## config.mk

```make
export PLATFORM = sky130hd
export DESIGN_NAME = wrpoll_ctrl
export DESIGN_NICKNAME = d
export VERILOG_FILES = /design/src/rtl/wrpoll_pkg.sv /design/src/rtl/wrpoll_window.sv /design/src/rtl/wrpoll_ctx.sv /design/src/rtl/wrpoll_judge.sv /design/src/rtl/wrpoll_ctrl.sv
export SDC_FILE = /design/constraint.sdc
export NUM_CORES = 1
export LEC_CHECK = 0
export BUFFER_PORTS_ARGS = -buffer_cell sky130_fd_sc_hd__buf_2
export CAP_MARGIN = 15
export CELL_PAD_IN_SITES_DETAIL_PLACEMENT = 1
export CELL_PAD_IN_SITES_GLOBAL_PLACEMENT = 2
export CORE_UTILIZATION = 36
export CTS_CLUSTER_SIZE = 16
export DETAILED_ROUTE_END_ITERATION = 8
export PLACE_DENSITY = 0.93
export REMOVE_ABC_BUFFERS = 1
export SLEW_MARGIN = 20
export SYNTH_ARGS = -nofsm -noshare
export SYNTH_HDL_FRONTEND = slang
export SYNTH_SLANG_ARGS = --single-unit
```

## constraint.sdc

```tcl
create_clock -name clk -period 4.8 [get_ports clk]
set_input_delay 0.24 -clock clk [delete_from_list [all_inputs] [get_ports clk]]
set_output_delay 0.24 -clock clk [all_outputs]
set_load 0.01 [all_outputs]
```

## src/rtl/wrpoll_pkg.sv

```systemverilog
package wrpoll_pkg;
  localparam int BYTE_W  = 8;
  localparam int INV_BIT = 7;
  localparam int TOG_BIT = 6;

  typedef enum logic {
    MODE_INV7 = 1'b0,
    MODE_TOG6 = 1'b1
  } poll_mode_t;

  typedef enum logic [2:0] {
    ST_IDLE   = 3'd0,
    ST_POLL   = 3'd1,
    ST_SETTLE = 3'd2,
    ST_DONE   = 3'd3,
    ST_TOUT   = 3'd4
  } poll_st_t;
endpackage

```

## src/rtl/wrpoll_window.sv

```systemverilog
module wrpoll_window #(
  parameter int W = 8
) (
  input  logic         clk,
  input  logic         rst_n,
  input  logic         load_i,
  input  logic [W-1:0] val_i,
  input  logic         en_i,
  output logic         zero_o
);
  logic [W-1:0] cnt_q, cnt_d;

  always_comb begin
    cnt_d = cnt_q;
    if (load_i) begin
      cnt_d = val_i;
    end else if (en_i && (cnt_q != '0)) begin
      cnt_d = cnt_q - 1'b1;
    end
  end

  always_ff @(posedge clk or negedge rst_n) begin
    if (!rst_n) begin
      cnt_q <= '0;
    end else begin
      cnt_q <= cnt_d;
    end
  end

  assign zero_o = (cnt_q == '0);

  AST_CNT_HOLD: assert property (@(posedge clk) disable iff (!rst_n)
    (!load_i && !en_i) |=> $stable(cnt_q));
endmodule

```

## src/rtl/wrpoll_ctx.sv

```systemverilog
module wrpoll_ctx
  import wrpoll_pkg::*;
#(
  parameter int AW = 15
) (
  input  logic          clk,
  input  logic          rst_n,
  input  logic          load_i,
  input  logic [AW-1:0] addr_i,
  input  logic          ref_i,
  input  poll_mode_t    mode_i,
  output logic [AW-1:0] addr_o,
  output logic          ref_o,
  output poll_mode_t    mode_o
);
  logic [AW-1:0] addr_q, addr_d;
  logic          ref_q, ref_d;
  poll_mode_t    mode_q, mode_d;

  always_comb begin
    addr_d = addr_q;
    ref_d  = ref_q;
    mode_d = mode_q;
    if (load_i) begin
      addr_d = addr_i;
      ref_d  = ref_i;
      mode_d = mode_i;
    end
  end

  always_ff @(posedge clk or negedge rst_n) begin
    if (!rst_n) begin
      addr_q <= '0;
      ref_q  <= 1'b0;
      mode_q <= MODE_INV7;
    end else begin
      addr_q <= addr_d;
      ref_q  <= ref_d;
      mode_q <= mode_d;
    end
  end

  assign addr_o = addr_q;
  assign ref_o  = ref_q;
  assign mode_o = mode_q;
endmodule

```

## src/rtl/wrpoll_judge.sv

```systemverilog
module wrpoll_judge
  import wrpoll_pkg::*;
(
  input  poll_mode_t mode_i,
  input  logic       inv_bit_i,
  input  logic       tog_bit_i,
  input  logic       ref_i,
  input  logic       prev_i,
  input  logic       have_prev_i,
  output logic       finished_o
);
  always_comb begin
    if (mode_i == MODE_INV7) begin
      finished_o = (inv_bit_i == ref_i);
    end else begin
      finished_o = have_prev_i && (tog_bit_i == prev_i);
    end
  end
endmodule

```

## src/rtl/wrpoll_ctrl.sv

```systemverilog
module wrpoll_ctrl
  import wrpoll_pkg::*;
#(
  parameter int AW         = 15,
  parameter int CLK_MHZ    = 200,
  parameter int TIMEOUT_US = 5000,
  parameter int GAP_US     = 10
) (
  input  logic              clk,
  input  logic              rst_n,
  input  logic              start_i,
  input  logic              method_i,
  input  logic [AW-1:0]     last_addr_i,
  input  logic [BYTE_W-1:0] last_data_i,
  output logic              rd_req_o,
  output logic [AW-1:0]     rd_addr_o,
  input  logic              rd_ack_i,
  input  logic [BYTE_W-1:0] rd_data_i,
  output logic              busy_o,
  output logic              done_o,
  output logic              timeout_o
);
  localparam int TO_CYC  = TIMEOUT_US * CLK_MHZ;
  localparam int GAP_CYC = GAP_US * CLK_MHZ;
  localparam int TO_W    = $clog2(TO_CYC + 1);
  localparam int GAP_W   = $clog2(GAP_CYC + 1);

  // reset: asserted asynchronously, released on a clock edge
  logic rst_meta_q, rst_sync_q;
  always_ff @(posedge clk or negedge rst_n) begin
    if (!rst_n) begin
      rst_meta_q <= 1'b0;
      rst_sync_q <= 1'b0;
    end else begin
      rst_meta_q <= 1'b1;
      rst_sync_q <= rst_meta_q;
    end
  end
  logic rst_int_n;
  assign rst_int_n = rst_sync_q;

  poll_st_t st_q, st_d;
  logic accept, ack_fire, finished, to_zero, gap_zero;
  logic prev_q, prev_d, have_prev_q, have_prev_d;
  logic ref_bit;
  poll_mode_t mode_q;

  logic unused_bits;
  assign unused_bits = ^{rd_data_i[TOG_BIT-1:0], last_data_i[INV_BIT-1:0]};

  assign accept   = start_i && (st_q != ST_POLL) && (st_q != ST_SETTLE);
  assign ack_fire = (st_q == ST_POLL) && rd_ack_i;

  wrpoll_ctx #(.AW(AW)) u_ctx (
    .clk    (clk),
    .rst_n  (rst_int_n),
    .load_i (accept),
    .addr_i (last_addr_i),
    .ref_i  (last_data_i[INV_BIT]),
    .mode_i (poll_mode_t'(method_i)),
    .addr_o (rd_addr_o),
    .ref_o  (ref_bit),
    .mode_o (mode_q)
  );

  wrpoll_judge u_judge (
    .mode_i      (mode_q),
    .inv_bit_i   (rd_data_i[INV_BIT]),
    .tog_bit_i   (rd_data_i[TOG_BIT]),
    .ref_i       (ref_bit),
    .prev_i      (prev_q),
    .have_prev_i (have_prev_q),
    .finished_o  (finished)
  );

  wrpoll_window #(.W(TO_W)) u_limit (
    .clk    (clk),
    .rst_n  (rst_int_n),
    .load_i (accept),
    .val_i  (TO_W'(TO_CYC - 1)),
    .en_i   (st_q == ST_POLL),
    .zero_o (to_zero)
  );

  wrpoll_window #(.W(GAP_W)) u_gap (
    .clk    (clk),
    .rst_n  (rst_int_n),
    .load_i (ack_fire && finished),
    .val_i  (GAP_W'(GAP_CYC - 1)),
    .en_i   (st_q == ST_SETTLE),
    .zero_o (gap_zero)
  );

  // previous bit-6 sample for the toggle method
  always_comb begin
    prev_d      = prev_q;
    have_prev_d = have_prev_q;
    if (accept) begin
      have_prev_d = 1'b0;
    end else if (ack_fire) begin
      prev_d      = rd_data_i[TOG_BIT];
      have_prev_d = 1'b1;
    end
  end

  always_comb begin
    st_d = st_q;
    case (st_q)
      ST_IDLE, ST_DONE, ST_TOUT: begin
        if (accept) st_d = ST_POLL;
      end
      ST_POLL: begin
        if (ack_fire && finished) st_d = ST_SETTLE;
        else if (to_zero)         st_d = ST_TOUT;
      end
      ST_SETTLE: begin
        if (gap_zero) st_d = ST_DONE;
      end
      default: st_d = ST_IDLE;
    endcase
  end

  always_ff @(posedge clk or negedge rst_int_n) begin
    if (!rst_int_n) begin
      st_q        <= ST_IDLE;
      prev_q      <= 1'b0;
      have_prev_q <= 1'b0;
    end else begin
      st_q        <= st_d;
      prev_q      <= prev_d;
      have_prev_q <= have_prev_d;
    end
  end

  assign rd_req_o  = (st_q == ST_POLL);
  assign busy_o    = (st_q == ST_POLL) || (st_q == ST_SETTLE);
  assign done_o    = (st_q == ST_DONE);
  assign timeout_o = (st_q == ST_TOUT);

  AST_REQ_UNTIL_ACK: assert property (@(posedge clk) disable iff (!rst_int_n)
    (rd_req_o && !rd_ack_i && !to_zero) |=> rd_req_o);
  AST_ADDR_STEADY: assert property (@(posedge clk) disable iff (!rst_int_n)
    rd_req_o |=> (!rd_req_o || $stable(rd_addr_o)));
  AST_FIRST_TOGGLE: assert property (@(posedge clk) disable iff (!rst_int_n)
    (ack_fire && (mode_q == MODE_TOG6) && !have_prev_q) |=> (rd_req_o || timeout_o));
  AST_DONE_AFTER_GAP: assert property (@(posedge clk) disable iff (!rst_int_n)
    $rose(done_o) |-> ($past(busy_o) && !$past(rd_req_o)));
  AST_TOUT_NO_REQ: assert property (@(posedge clk) disable iff (!rst_int_n)
    timeout_o |-> !rd_req_o);
  AST_DONE_HOLD: assert property (@(posedge clk) disable iff (!rst_int_n)
    (done_o && !start_i) |=> done_o);
  AST_TOUT_HOLD: assert property (@(posedge clk) disable iff (!rst_int_n)
    (timeout_o && !start_i) |=> timeout_o);
  AST_BUSY_START: assert property (@(posedge clk) disable iff (!rst_int_n)
    (busy_o && start_i) |=> busy_o || done_o || timeout_o);
  AST_FLAG_EXCL: assert property (@(posedge clk) disable iff (!rst_int_n)
    !(done_o && timeout_o));
endmodule

```

# Word level (Yosys, flattened, before mapping)
# Cells that the tools add are included.
# Widths: inputs -> output; s select.
# word_totals
register_bits	55
word_cells	55
inputBits	36
out_inout_bits	19
# classes
n_eq_ne	11
addsub	2
n_mux	12
n_bitwise	1
reduce_logical	19
# ops
cell	count
$mux 20	2
$mux 11	2
$logic_not 20->1	1
$reduce_bool 20->1	1
$sub 20x1->20 const B	1
$mux 3	4
$logic_not 11->1	1
$reduce_bool 11->1	1
$sub 11x1->11 const B	1
$pmux 3 s3	1
$logic_and 1x1->1	7
$eq 3x2->1 const B	2
$ne 3x2->1 const B	2
$reduce_bool 2->1	3
$ne 2x2->1 const B	2
$eq 3x1->1 const B	1
$eq 3x3->1 const B	1
$logic_not 3->1	1
$mux 1	3
$ne 3x1->1 const B	1
$reduce_and 3->1	1
$reduce_or 3->1	1
$eq 1x1->1	2
$reduce_and 2->1	1
2 further kinds	2

# Logic depth before layout (Yosys ltp)
# Gate-level depths: netlist of the first run.
# depth
depth_word	6
depth_mapped	8
ltp_nobuf	6

# By module
# A second synthesis of the first run with hierarchy kept.
# unflattened
hier_cells	315
hier_area_um2	3199.3
# modules_own_cells
module	n_inst	area_per_inst_um2	seq_area_each_um2	cells_each
wrpoll_window (u_limit)	1	1411.4	500.5	165
wrpoll_window (u_gap)	1	706.9	275.3	75
wrpoll_ctx	1	685.7	425.4	36
wrpoll_ctrl	1	367.9	175.2	35
wrpoll_judge	1	27.5	0.0	4

# Least setup slack after synthesis of the first run
# Ideal clock, no wire load.
# synth_path
path_kind	reg-to-reg
from	register u_limit.cnt_q[0]
to	register u_limit.cnt_q[14]
arrival_time_ps	1968
path_stages_with_launch	7
path_slack_ps	2763
cell_sequence	dfrtp_1 > inv_1 > ha_1 > or3b_2 > nand4bb_1 > or4_1 > nand3_1
# synth_via
elab_chain_len	3
elab_cells_between_ends	6
# synth_rtl
item	line	rtl
start: declaration	wrpoll_window.sv:11	logic [W-1:0] cnt_q, cnt_d;
start signal: assignment	wrpoll_window.sv:26	cnt_q <= cnt_d;
$sub 20x1->20 or $reduce_bool 20->1 (tied branches)	wrpoll_window.sv:18, wrpoll_window.sv:17	
$mux 20 or $logic_and 1x1->1 (tied branches)	wrpoll_window.sv:17	end else if (en_i && (cnt_q != '0)) begin
$mux 20 or $reduce_bool 2->1 (tied branches)	--	
# Parallel ways exist; a longest one is shown, timed or not. The select of a mux whose other input is x is not followed.
# A chain may end at the register's enable or synchronous reset.

# Worst setup path in the final report of the first run
# layout_path
from	register st_q[2]
to	register u_limit.cnt_q[15]
# layout_via
elab_chain_len	4
elab_cells_between_ends	8
# layout_rtl
item	line	rtl
start: declaration	wrpoll_ctrl.sv:42	poll_st_t st_q, st_d;
start signal: assignment	wrpoll_ctrl.sv:129	st_q <= st_d;
$ne 3x1->1	wrpoll_ctrl.sv:51	assign accept = start_i && (st_q != ST_POLL) && (st_q != ST_SETTLE);
$logic_and 1x1->1 (2 in a row)	wrpoll_ctrl.sv:51	
$mux 20 or $reduce_bool 2->1 (tied branches)	--	
# Parallel ways exist; a longest one is shown, timed or not.

==> results of run 1 <==
==> power by group <==
part / leakage (nW) / total (W) / switching (W) / internal (W)
Clock: 0.0505 / 0.000290 / 0.000158 / 0.000132
Sequential: 0.627 / 0.000658 / 0.0000848 / 0.000573
Combinational: 0.729 / 0.000511 / 0.000315 / 0.000196
Total: 1.41 / 0.00146 / 0.000558 / 0.000901
==> cells in the mapped netlist (2+ instances only) <==
cell       instances  area, µm²
nand2_1           69        259
inv_1              8       30.0
nor2_1            18       67.6
o211ai_1           3       22.5
xor2_1             3       26.3
o41ai_1            2       17.5
nand4_1            2       12.5
nand4bb_1          2       22.5
dfrtp_1           55       1380
mux2i_1           14        140
o31ai_1            8       60.1
nor3_1             6       30.0
nor4_1            11       68.8
xnor2_1            5       43.8
buf_1              2       7.51
nor4b_1            2       17.5
nand2b_1           4       25.0
ha_1               4       50.1
a31oi_1            2       12.5
clkbuf_1           8       30.0
buf_2              2       10.0
or2_2              3       18.8
and2_1             4       25.0
or3_1              4       25.0
or4_1              5       37.5
nand3_1            8       40.0
a21oi_1            4       20.0
o21ai_0            9       45.0
or4_4              2       22.5
==> logic make-up (layout without fill, tap and decap cells) <==
group                      Yosys count  count (layout)  synth area share (%)
and+or+nand+nor                    150             150                  27.4
DFF                                 55              55                  49.8
AOI/OAI and AO/OA                   38              38                  9.61
buffers and inverters               21              61                  3.22
muxes                               15              15                  5.48
xor gates and xnor gates             8               8                  2.54
adders and majority gates            4               4                  1.81
other                                1               1                 0.136
==> metrics by stage <==
step / setup WS [ps] / instances / hold slack (ps) / total power [W]
2_1_floorplan: 1950 / 279 / -55.6 / 0.000982
3_3_place_gp: 2440 / 422 / 28.6 / 0.00116
3_5_place_dp: 2390 / 422 / 32.6 / 0.00119
4_1_cts: 2370 / 431 / 107 / 0.00148
5_1_grt: 2200 / 431 / 111 / 0.00157
6_report: 2360 / 431 / 113 / 0.00146
==> worst min-delay path, cell delays in order <==
cell	delay [ps]
buf_2	70
nand2_1	40
nand2_1	40
==> cell type report <==
cell class                      count  area (µm²)  area share, %
Clock buffer                        7        96.3           3.04
Clock inverter                      1        7.51          0.237
Inverter                            8        30.0          0.946
Multi-Input combinational cell    216        1300           41.0
Sequential cell                    55        1380           43.4
Tap cell                           99         124           3.90
Timing Repair Buffer               45         238           7.49
==> sequential cells by signal (all words and copies together), names as in the netlist <==
register and count:
have_prev_q 1, prev_q 1, rst_int_n 1, rst_meta_q 1, st_q 3, u_ctx.addr_o 15, u_ctx.mode_o 1, u_ctx.ref_o 1
u_gap.cnt_q 11, u_limit.cnt_q 20
==> metal layers <==
layer	vias to the layer above	part of all wire [%]	GRT usage, %
met1	1128	47	22.0
li1	1111	-	-
met5	-	0	0
met4	0	0.37	3.32
met2	26	50	30.9
met3	5	2.4	3.56
==> worst max-delay path by stage <==
stage / start / endpoint / slack (ps) / cells after the start
floorplan: st_q[0] / u_limit.cnt_q[11] / 1950 / 4
global placement: st_q[0] / u_limit.cnt_q[15] / 2440 / 5
detailed placement: st_q[2] / u_limit.cnt_q[15] / 2390 / 5
CTS: st_q[2] / u_limit.cnt_q[15] / 2370 / 5
global route: st_q[2] / u_limit.cnt_q[17] / 2200 / 5
finish: st_q[2] / u_limit.cnt_q[15] / 2360 / 5
==> run_results.csv, run 1 <==
group,metric,value,unit
worst_setup_path,arrival,2680,ps
final_layout,layout_common_cells,"nand2_1, dfrtp_1, buf_2",
timing,period_share,50.7,%
drt,via_per_inst,5.27,
floorplanning,dieArea,8020,µm²
global_route,grt_pass1_vias,2395,
clock_network,ctsLongestPathBuffers,2,
final_layout,nFillCells,854,
drt,antenna_left,0,
clock_network,numCtsBuffers,5,
worst_setup_path,slowest_stage,"or3b_1",
synth,synth_edf_count,0,
timing,finalHoldViolations,0,
floorplanning,die_y,89.6,µm
worst_setup_path,crit_fanout,13,
clock_network,clkSinkCount,55,
worst_setup_path,worstSetupStartpointType,"register",
synth,ys_warn_count,0,
power_and_ir_drop,p_per_area,460,nW/µm²
clock_network,clkLatencyLatePin,310,ps
global_route,grt_max_degree,54,
timing,fmax,411,MHz
synth,synthCells,292,
clock_network,clkTransAtPathRegs,100,ps
flow_run,cap_viol_max_count,0,
power_and_ir_drop,peakVddDrop,0.258,mV
synth,synth_area,2760,µm²
timing,period_needed,2440,ps
drt,post-route-drc-count,0,
timing,rsz0062_at_grt,"no",
final_layout,fin_util,43.3,%
final_layout,mostFrequentLayoutCell,"nand2_1",
worst_setup_path,rr_worst_depth,5,
floorplanning,initial_core_util,37.7,%
worst_setup_path,rr_startpoint,"st_q[2]",
global_route,antenna_found_initial,0,
worst_setup_path,worst_ep_required_time,5040,ps
status,status,"completed",
worst_setup_path,crit_chain,"or3b_1 -> inv_1 -> nand4_1 -> nor4_1 -> mux2i_1",
floorplanning,ios,55,
clock_network,cts_hold_buf,1,
placement,placedInstanceArea,3060,µm²
synth,ys_types,52,
timing,worstMarginPinSlew,1050,ps
final_layout,finalNetCount,371,
final_layout,design_area,3170,µm²
final_layout,area_growth,14.9,%
clock_network,clockRootBuffer,"clkbuf_8",
global_route,track_usage,17.4,%
synth,synth_seq_cells,55,
clock_network,post-cts-setup-buffer-count,0,
worst_setup_path,endpoint_kind,"register",
drt,wl,6.46,mm
clock_network,cts_resized,0,
timing,drv_slew,0,
drt,firstDrtPassIters,4,
timing,setup_violations,0,
worst_setup_path,worstReg2RegEnd,"u_limit.cnt_q[15]",
floorplanning,core_region_area,7330,µm²
worst_hold_path,holdPathStages,3,
synth,seq_area_frac_synth,49.8,%
worst_hold_path,min_to,"u_ctx.addr_o[4]",
placement,gp_congestion,0.745,
worst_setup_path,crit_type,"reg -> reg",
placement,dp_hpwl,4.46,mm
final_layout,drive_gt1_share,19.3,%
worst_setup_path,critical_path.top_delay_family,"simple AND/OR/NAND/NOR gates",
synth,syn_area_per_cell,9.46,µm²
timing,slew_headroom,29.7,%
synth,async_flop_share,100,%
power_and_ir_drop,leakage,1.41,nW
worst_hold_path,hp-start,"last_addr_i[4]",
worst_setup_path,slowest_delay,500,ps
floorplanning,die_w,89.6,µm
global_route,grt_remaining_overflow,0,
drt,drt_iter0_drc,54,
worst_hold_path,hp-class,"in -> reg",
global_route,grt_pass1_wl,10.9,mm
placement,io_buffer_count,41,
timing,skew,5.54,ps
clock_network,cts_tree,"done",
clock_network,htreeDepth,2,
synth,synthFlopType,"dfrtp_1",
floorplanning,std_cell_rows,31,
timing,fin_setup_tns,0,ps
drt,dr_total_vias,2270,
drt,avgRoutedWirePerCell,15.0,µm
worst_setup_path,r2r_slack,2360,ps
worst_setup_path,cp_num_buf_inv,1,
final_layout,antenna_cells,0,
Note: power is estimated with default switching activity, not from simulation.
==> run 2, diff against run 1 <==
--- a/config.mk
+++ b/config.mk
@@ -9,10 +9,10 @@
 export CAP_MARGIN = 15
 export CELL_PAD_IN_SITES_DETAIL_PLACEMENT = 1
 export CELL_PAD_IN_SITES_GLOBAL_PLACEMENT = 2
-export CORE_UTILIZATION = 36
+export CORE_UTILIZATION = 30
 export CTS_CLUSTER_SIZE = 16
 export DETAILED_ROUTE_END_ITERATION = 8
-export PLACE_DENSITY = 0.93
+export PLACE_DENSITY = 0.84
 export REMOVE_ABC_BUFFERS = 1
 export SLEW_MARGIN = 20
 export SYNTH_ARGS = -nofsm -noshare
==> constraint.sdc (replaced) <==
create_clock -name clk -period 2.2 [get_ports clk]
set_input_delay 0.11 -clock clk [delete_from_list [all_inputs] [get_ports clk]]
set_output_delay 0.11 -clock clk [all_outputs]
set_load 0.01 [all_outputs]
==> run_results.csv, run 2 (same netlist as run 1, synthesis figures left out) <==
group,metric,value,unit
status,status,"completed",
floorplanning,core_region_area,8810,µm²
drt,drt_iter0_drc,59,
flow_run,cap_viol_max_count,0,
placement,io_buffer_count,41,
floorplanning,dieArea,9590,µm²
timing,fin_setup_tns,0,ps
worst_hold_path,hp-class,"in -> reg",
worst_setup_path,rr_startpoint,"u_gap.cnt_q[0]",
worst_setup_path,worstSetupStartpointType,"register",
power_and_ir_drop,p_per_area,938,nW/µm²
timing,setup_violations,0,
floorplanning,ios,55,
worst_setup_path,crit_type,"reg -> reg",
timing,slew_headroom,60.5,%
floorplanning,die_y,97.9,µm
final_layout,nFillCells,1023,
drt,via_per_inst,5.08,
final_layout,antenna_cells,0,
global_route,grt_remaining_overflow,0,
timing,skew,5.71,ps
timing,drv_slew,0,
drt,antenna_left,0,
worst_setup_path,arrival,2350,ps
power_and_ir_drop,peakVddDrop,0.477,mV
final_layout,fin_util,39.8,%
drt,wl_met3,115,µm
clock_network,numCtsBuffers,5,
final_layout,mostFrequentLayoutCell,"nand2_1",
clock_network,clkSinkCount,55,
final_layout,drive_gt1_share,23.3,%
placement,dp_hpwl,4.74,mm
final_layout,layout_common_cells,"nand2_1, dfrtp_1, buf_2",
clock_network,clockRootBuffer,"clkbuf_8",
drt,post-route-drc-count,0,
worst_setup_path,worstReg2RegEnd,"u_gap.cnt_q[5]",
final_layout,area_growth,26.9,%
drt,wl_met2,3.49,mm
worst_hold_path,holdPathStages,3,
global_route,grt_max_degree,34,
final_layout,finalNetCount,408,
drt,wl_met1,3.37,mm
worst_setup_path,worst_ep_required_time,2440,ps
clock_network,clkTransAtPathRegs,100,ps
clock_network,cts_tree,"done",
power_and_ir_drop,p_total,0.00329,W
drt,dr_total_vias,2425,
timing,period_needed,2110,ps
drt,wl,7.07,mm
floorplanning,die_w,97.9,µm
drt,avgRoutedWirePerCell,14.8,µm
worst_setup_path,endpoint_kind,"register",
timing,worstMarginPinSlew,592,ps
worst_setup_path,rr_worst_depth,7,
timing,finalHoldViolations,0,
timing,fmax,474,MHz
drt,firstDrtPassIters,4,
floorplanning,std_cell_rows,34,
global_route,grt_pass1_wl,12.2,mm
timing,period_share,95.8,%
worst_hold_path,min_to,"u_ctx.mode_o",
drt,highest_layer,"met4",
final_layout,largest-register,"u_limit.cnt_q",
worst_setup_path,r2r_slack,90,ps
placement,gp_congestion,0.777,
global_route,track_usage,15.5,%
global_route,antenna_found_initial,0,
worst_hold_path,hp-start,"method_i",
clock_network,clkLatencyLatePin,310,ps
floorplanning,initial_core_util,31.4,%
worst_setup_path,crit_fanout,4,
clock_network,htreeDepth,2,
global_route,grt_pass1_vias,2542,
power_and_ir_drop,leakage,1.57,nW
clock_network,ctsLongestPathBuffers,2,
final_layout,largest_register_ffs,20,
run 2: cell types whose count changed in the layout (fill, tap and decap cells not counted), sizes merged:
cell and change:
buf +21, clkbuf -1, clkinv +1, dlygate4sd3 +16
run 2: per-layer routing:
metal / track usage [%] / up-vias
met5: 0 / -
li1: - / 1179
met1: 20.5 / 1210
met2: 26.5 / 27
met4: 4.31 / 0
met3: 2.08 / 9
run 2: metrics by stage:
stage / worst slack (ps) / hold slack [ps] / cell area (µm²) / cells
floorplan: -651 / -186 / 2700 / 279
global placement: 151 / -102 / 3230 / 450
detailed placement: 91.8 / -98.8 / 3230 / 450
CTS: 67.6 / 1.08 / 3470 / 474
global route: -7.52 / 16.0 / 3500 / 477
finish: 91.4 / 10.5 / 3500 / 477
run 2: final cells by class:
class	count	area, µm²	share of cell area (%)
clock inverter	2	12.5	0.357
multi-input combinational	216	1310	37.3
sequential	55	1380	39.3
tap	108	135	3.86
clock buffer	6	72.6	2.07
inverter	8	30.0	0.857
timing repair buffer	82	568	16.2
run 2: worst max path at each step:
stage	endpoint	slack (ps)	depth (start not counted)	startpoint
after floorplan	u_limit.cnt_q[11]	-650	4	st_q[0]
after global placement	u_gap.cnt_q[5]	150	7	u_gap.cnt_q[0]
after detailed placement	u_gap.cnt_q[10]	90	7	u_gap.cnt_q[0]
after CTS	u_gap.cnt_q[10]	70	7	u_gap.cnt_q[0]
after global routing	u_gap.cnt_q[5]	-8	7	u_gap.cnt_q[0]
final	u_gap.cnt_q[5]	90	7	u_gap.cnt_q[0]
run 2: worst max-delay path, cell delays in order (launching register included):
cell and delay, ps:
dfrtp_1 370, inv_1 90, ha_1 200, nor4b_1 160, a311o_1 310, buf_4 160, or4_2 600, a21oi_1 160
run 2: power breakdown:
group / leakage (nW) / switching (W) / internal, W / total (W)
sequential: 0.627 / 0.000158 / 0.00125 / 0.00141
clock: 0.0412 / 0.000343 / 0.000224 / 0.000567
combinational: 0.898 / 0.000760 / 0.000552 / 0.00131
run 2: repair_timing:
action | CTS | global route
resized for setup | 0 | 3
endpoints found under the hold margin | 17 | 1
setup buffers | 0 | 2
endpoints found under the setup margin | 0 | 5
hold buffers | 16 | 1
==> run 3, diff against run 2 <==
--- a/config.mk
+++ b/config.mk
@@ -9,6 +9,7 @@
 export CAP_MARGIN = 15
 export CELL_PAD_IN_SITES_DETAIL_PLACEMENT = 1
 export CELL_PAD_IN_SITES_GLOBAL_PLACEMENT = 2
+export CORE_ASPECT_RATIO = 0.5
 export CORE_UTILIZATION = 30
 export CTS_CLUSTER_SIZE = 16
 export DETAILED_ROUTE_END_ITERATION = 8
==> run_results.csv, run 3 (same netlist as run 1, synthesis figures left out) <==
group,metric,value,unit
placement,gp_congestion,0.801,
final_layout,final_cell_count_no_fill,479,
timing,fin_setup_tns,0,ps
clock_network,htreeDepth,2,
global_route,antenna_found_initial,0,
worst_setup_path,endpoint_kind,"register",
power_and_ir_drop,peakVddDrop,0.480,mV
timing,skew,6.40,ps
timing,slew_headroom,52.2,%
timing,setup_violations,0,
final_layout,layout_common_cells,"nand2_1, dfrtp_1, buf_2",
power_and_ir_drop,leakage,1.58,nW
floorplanning,std_cell_rows,24,
worst_setup_path,arrival,2320,ps
final_layout,mostFrequentLayoutCell,"nand2_1",
worst_setup_path,crit_type,"reg -> reg",
worst_hold_path,holdPathStages,3,
drt,avgRoutedWirePerCell,14.8,µm
flow_run,cap_viol_max_count,0,
timing,drv_slew,0,
floorplanning,ios,55,
global_route,grt_remaining_overflow,0,
final_layout,largest-register,"u_limit.cnt_q",
final_layout,nFillCells,1048,
clock_network,clkSinkCount,55,
timing,fin_ws,110,ps
clock_network,numCtsBuffers,5,
placement,io_buffer_count,41,
floorplanning,initial_core_util,31.3,%
clock_network,cts_tree,"done",
worst_setup_path,worstSetupStartpointType,"register",
final_layout,area_growth,27.2,%
timing,finalHoldViolations,0,
final_layout,finalNetCount,401,
final_layout,antenna_cells,0,
floorplanning,dieArea,9620,µm²
timing,rsz0062_at_grt,"no",
drt,dr_total_vias,2401,
drt,wl,7.10,mm
drt,firstDrtPassIters,4,
clock_network,clockRootBuffer,"clkbuf_16",
status,status,"completed",
floorplanning,die_y,69.8,µm
timing,worstMarginPinSlew,710,ps
global_route,grt_pass1_wl,12.4,mm
timing,fmax,478,MHz
global_route,grt_max_degree,54,
worst_setup_path,worst_ep_required_time,2430,ps
clock_network,clkTransAtPathRegs,70,ps
drt,drt_iter0_drc,77,
drt,via_per_inst,5.01,
placement,post-place-ws,49.1,ps
clock_network,clkLatencyLatePin,300,ps
worst_setup_path,crit_fanout,6,
final_layout,drive_gt1_share,26.0,%
floorplanning,die_w,138,µm
global_route,track_usage,16.6,%
drt,post-route-drc-count,0,
timing,holdWs,3.87,ps
placement,dp.cells,465,
drt,antenna_left,0,
final_layout,largest_register_ffs,20,
timing,period_share,95.0,%
global_route,grt_pass1_vias,2583,
worst_hold_path,hp-class,"in -> reg",
final_layout,fin_util,39.8,%
worst_setup_path,rr_worst_depth,7,
clock_network,ctsLongestPathBuffers,2,
placement,dp_hpwl,4.93,mm
power_and_ir_drop,p_per_area,1020,nW/µm²
timing,period_needed,2090,ps
floorplanning,core_region_area,8830,µm²
[run 3: stage by stage]
step           power [W]  area, µm²
4_1_cts          0.00363       3470
3_3_place_gp     0.00268       3270
6_report         0.00360       3510
5_1_grt          0.00385       3510
3_5_place_dp     0.00277       3270
2_1_floorplan    0.00214       2700
[run 3: metal layers]
layer	up-vias	wire length [µm]	track usage [%]
met2	22	3610	28.3
li1	1171	-	-
met3	6	137	3.51
met1	1202	3280	21.1
met5	-	0	0
met4	0	78	4.76
[run 3: critical path, cell delays in order (launching register included)]
cell	delay, ps
dfrtp_1	360
inv_1	90
ha_1	190
nor4b_1	150
a311o_1	290
buf_4	160
or4_2	620
a21oi_2	150
[run 3: what timing repair did]
action | in CTS | in global routing
hold buffers | 5 | 0
setup buffers | 0 | 1
endpoints found under the setup margin | 2 | 7
pin swaps | 0 | 1
endpoints found under the hold margin | 6 | 0
resized for setup | 1 | 5
[run 3: cell type report]
type,count,area [µm²],area share (%)
inverter,8,30.0,0.855
multi-input combinational,216,1340,38.0
sequential,55,1380,39.2
tap,117,146,4.17
clock inverter,3,23.8,0.677
clock buffer,5,125,3.56
timing repair buffer,75,473,13.5
[run 3: path summary, 6_finish.rpt]
kind                       slack, ps           start          endpoint
min in group asynchronous        120           rst_n        rst_meta_q
max in group asynchronous       1360       rst_int_n  u_limit.cnt_q[4]
min reg2reg                      360      rst_meta_q         rst_int_n
min                                4  last_addr_i[6]   u_ctx.addr_o[6]
max                              110  u_gap.cnt_q[0]    u_gap.cnt_q[5]
max reg2reg                      110  u_gap.cnt_q[0]    u_gap.cnt_q[5]
[run 3: power breakdown]
part | internal, W | leakage [nW] | switching [W] | total (W)
registers | 0.00125 | 0.627 | 0.000141 | 0.00139
clock network | 0.000427 | 0.0664 | 0.000387 | 0.000814
logic | 0.000590 | 0.883 | 0.000801 | 0.00139
total | 0.00227 | 1.58 | 0.00133 | 0.00360
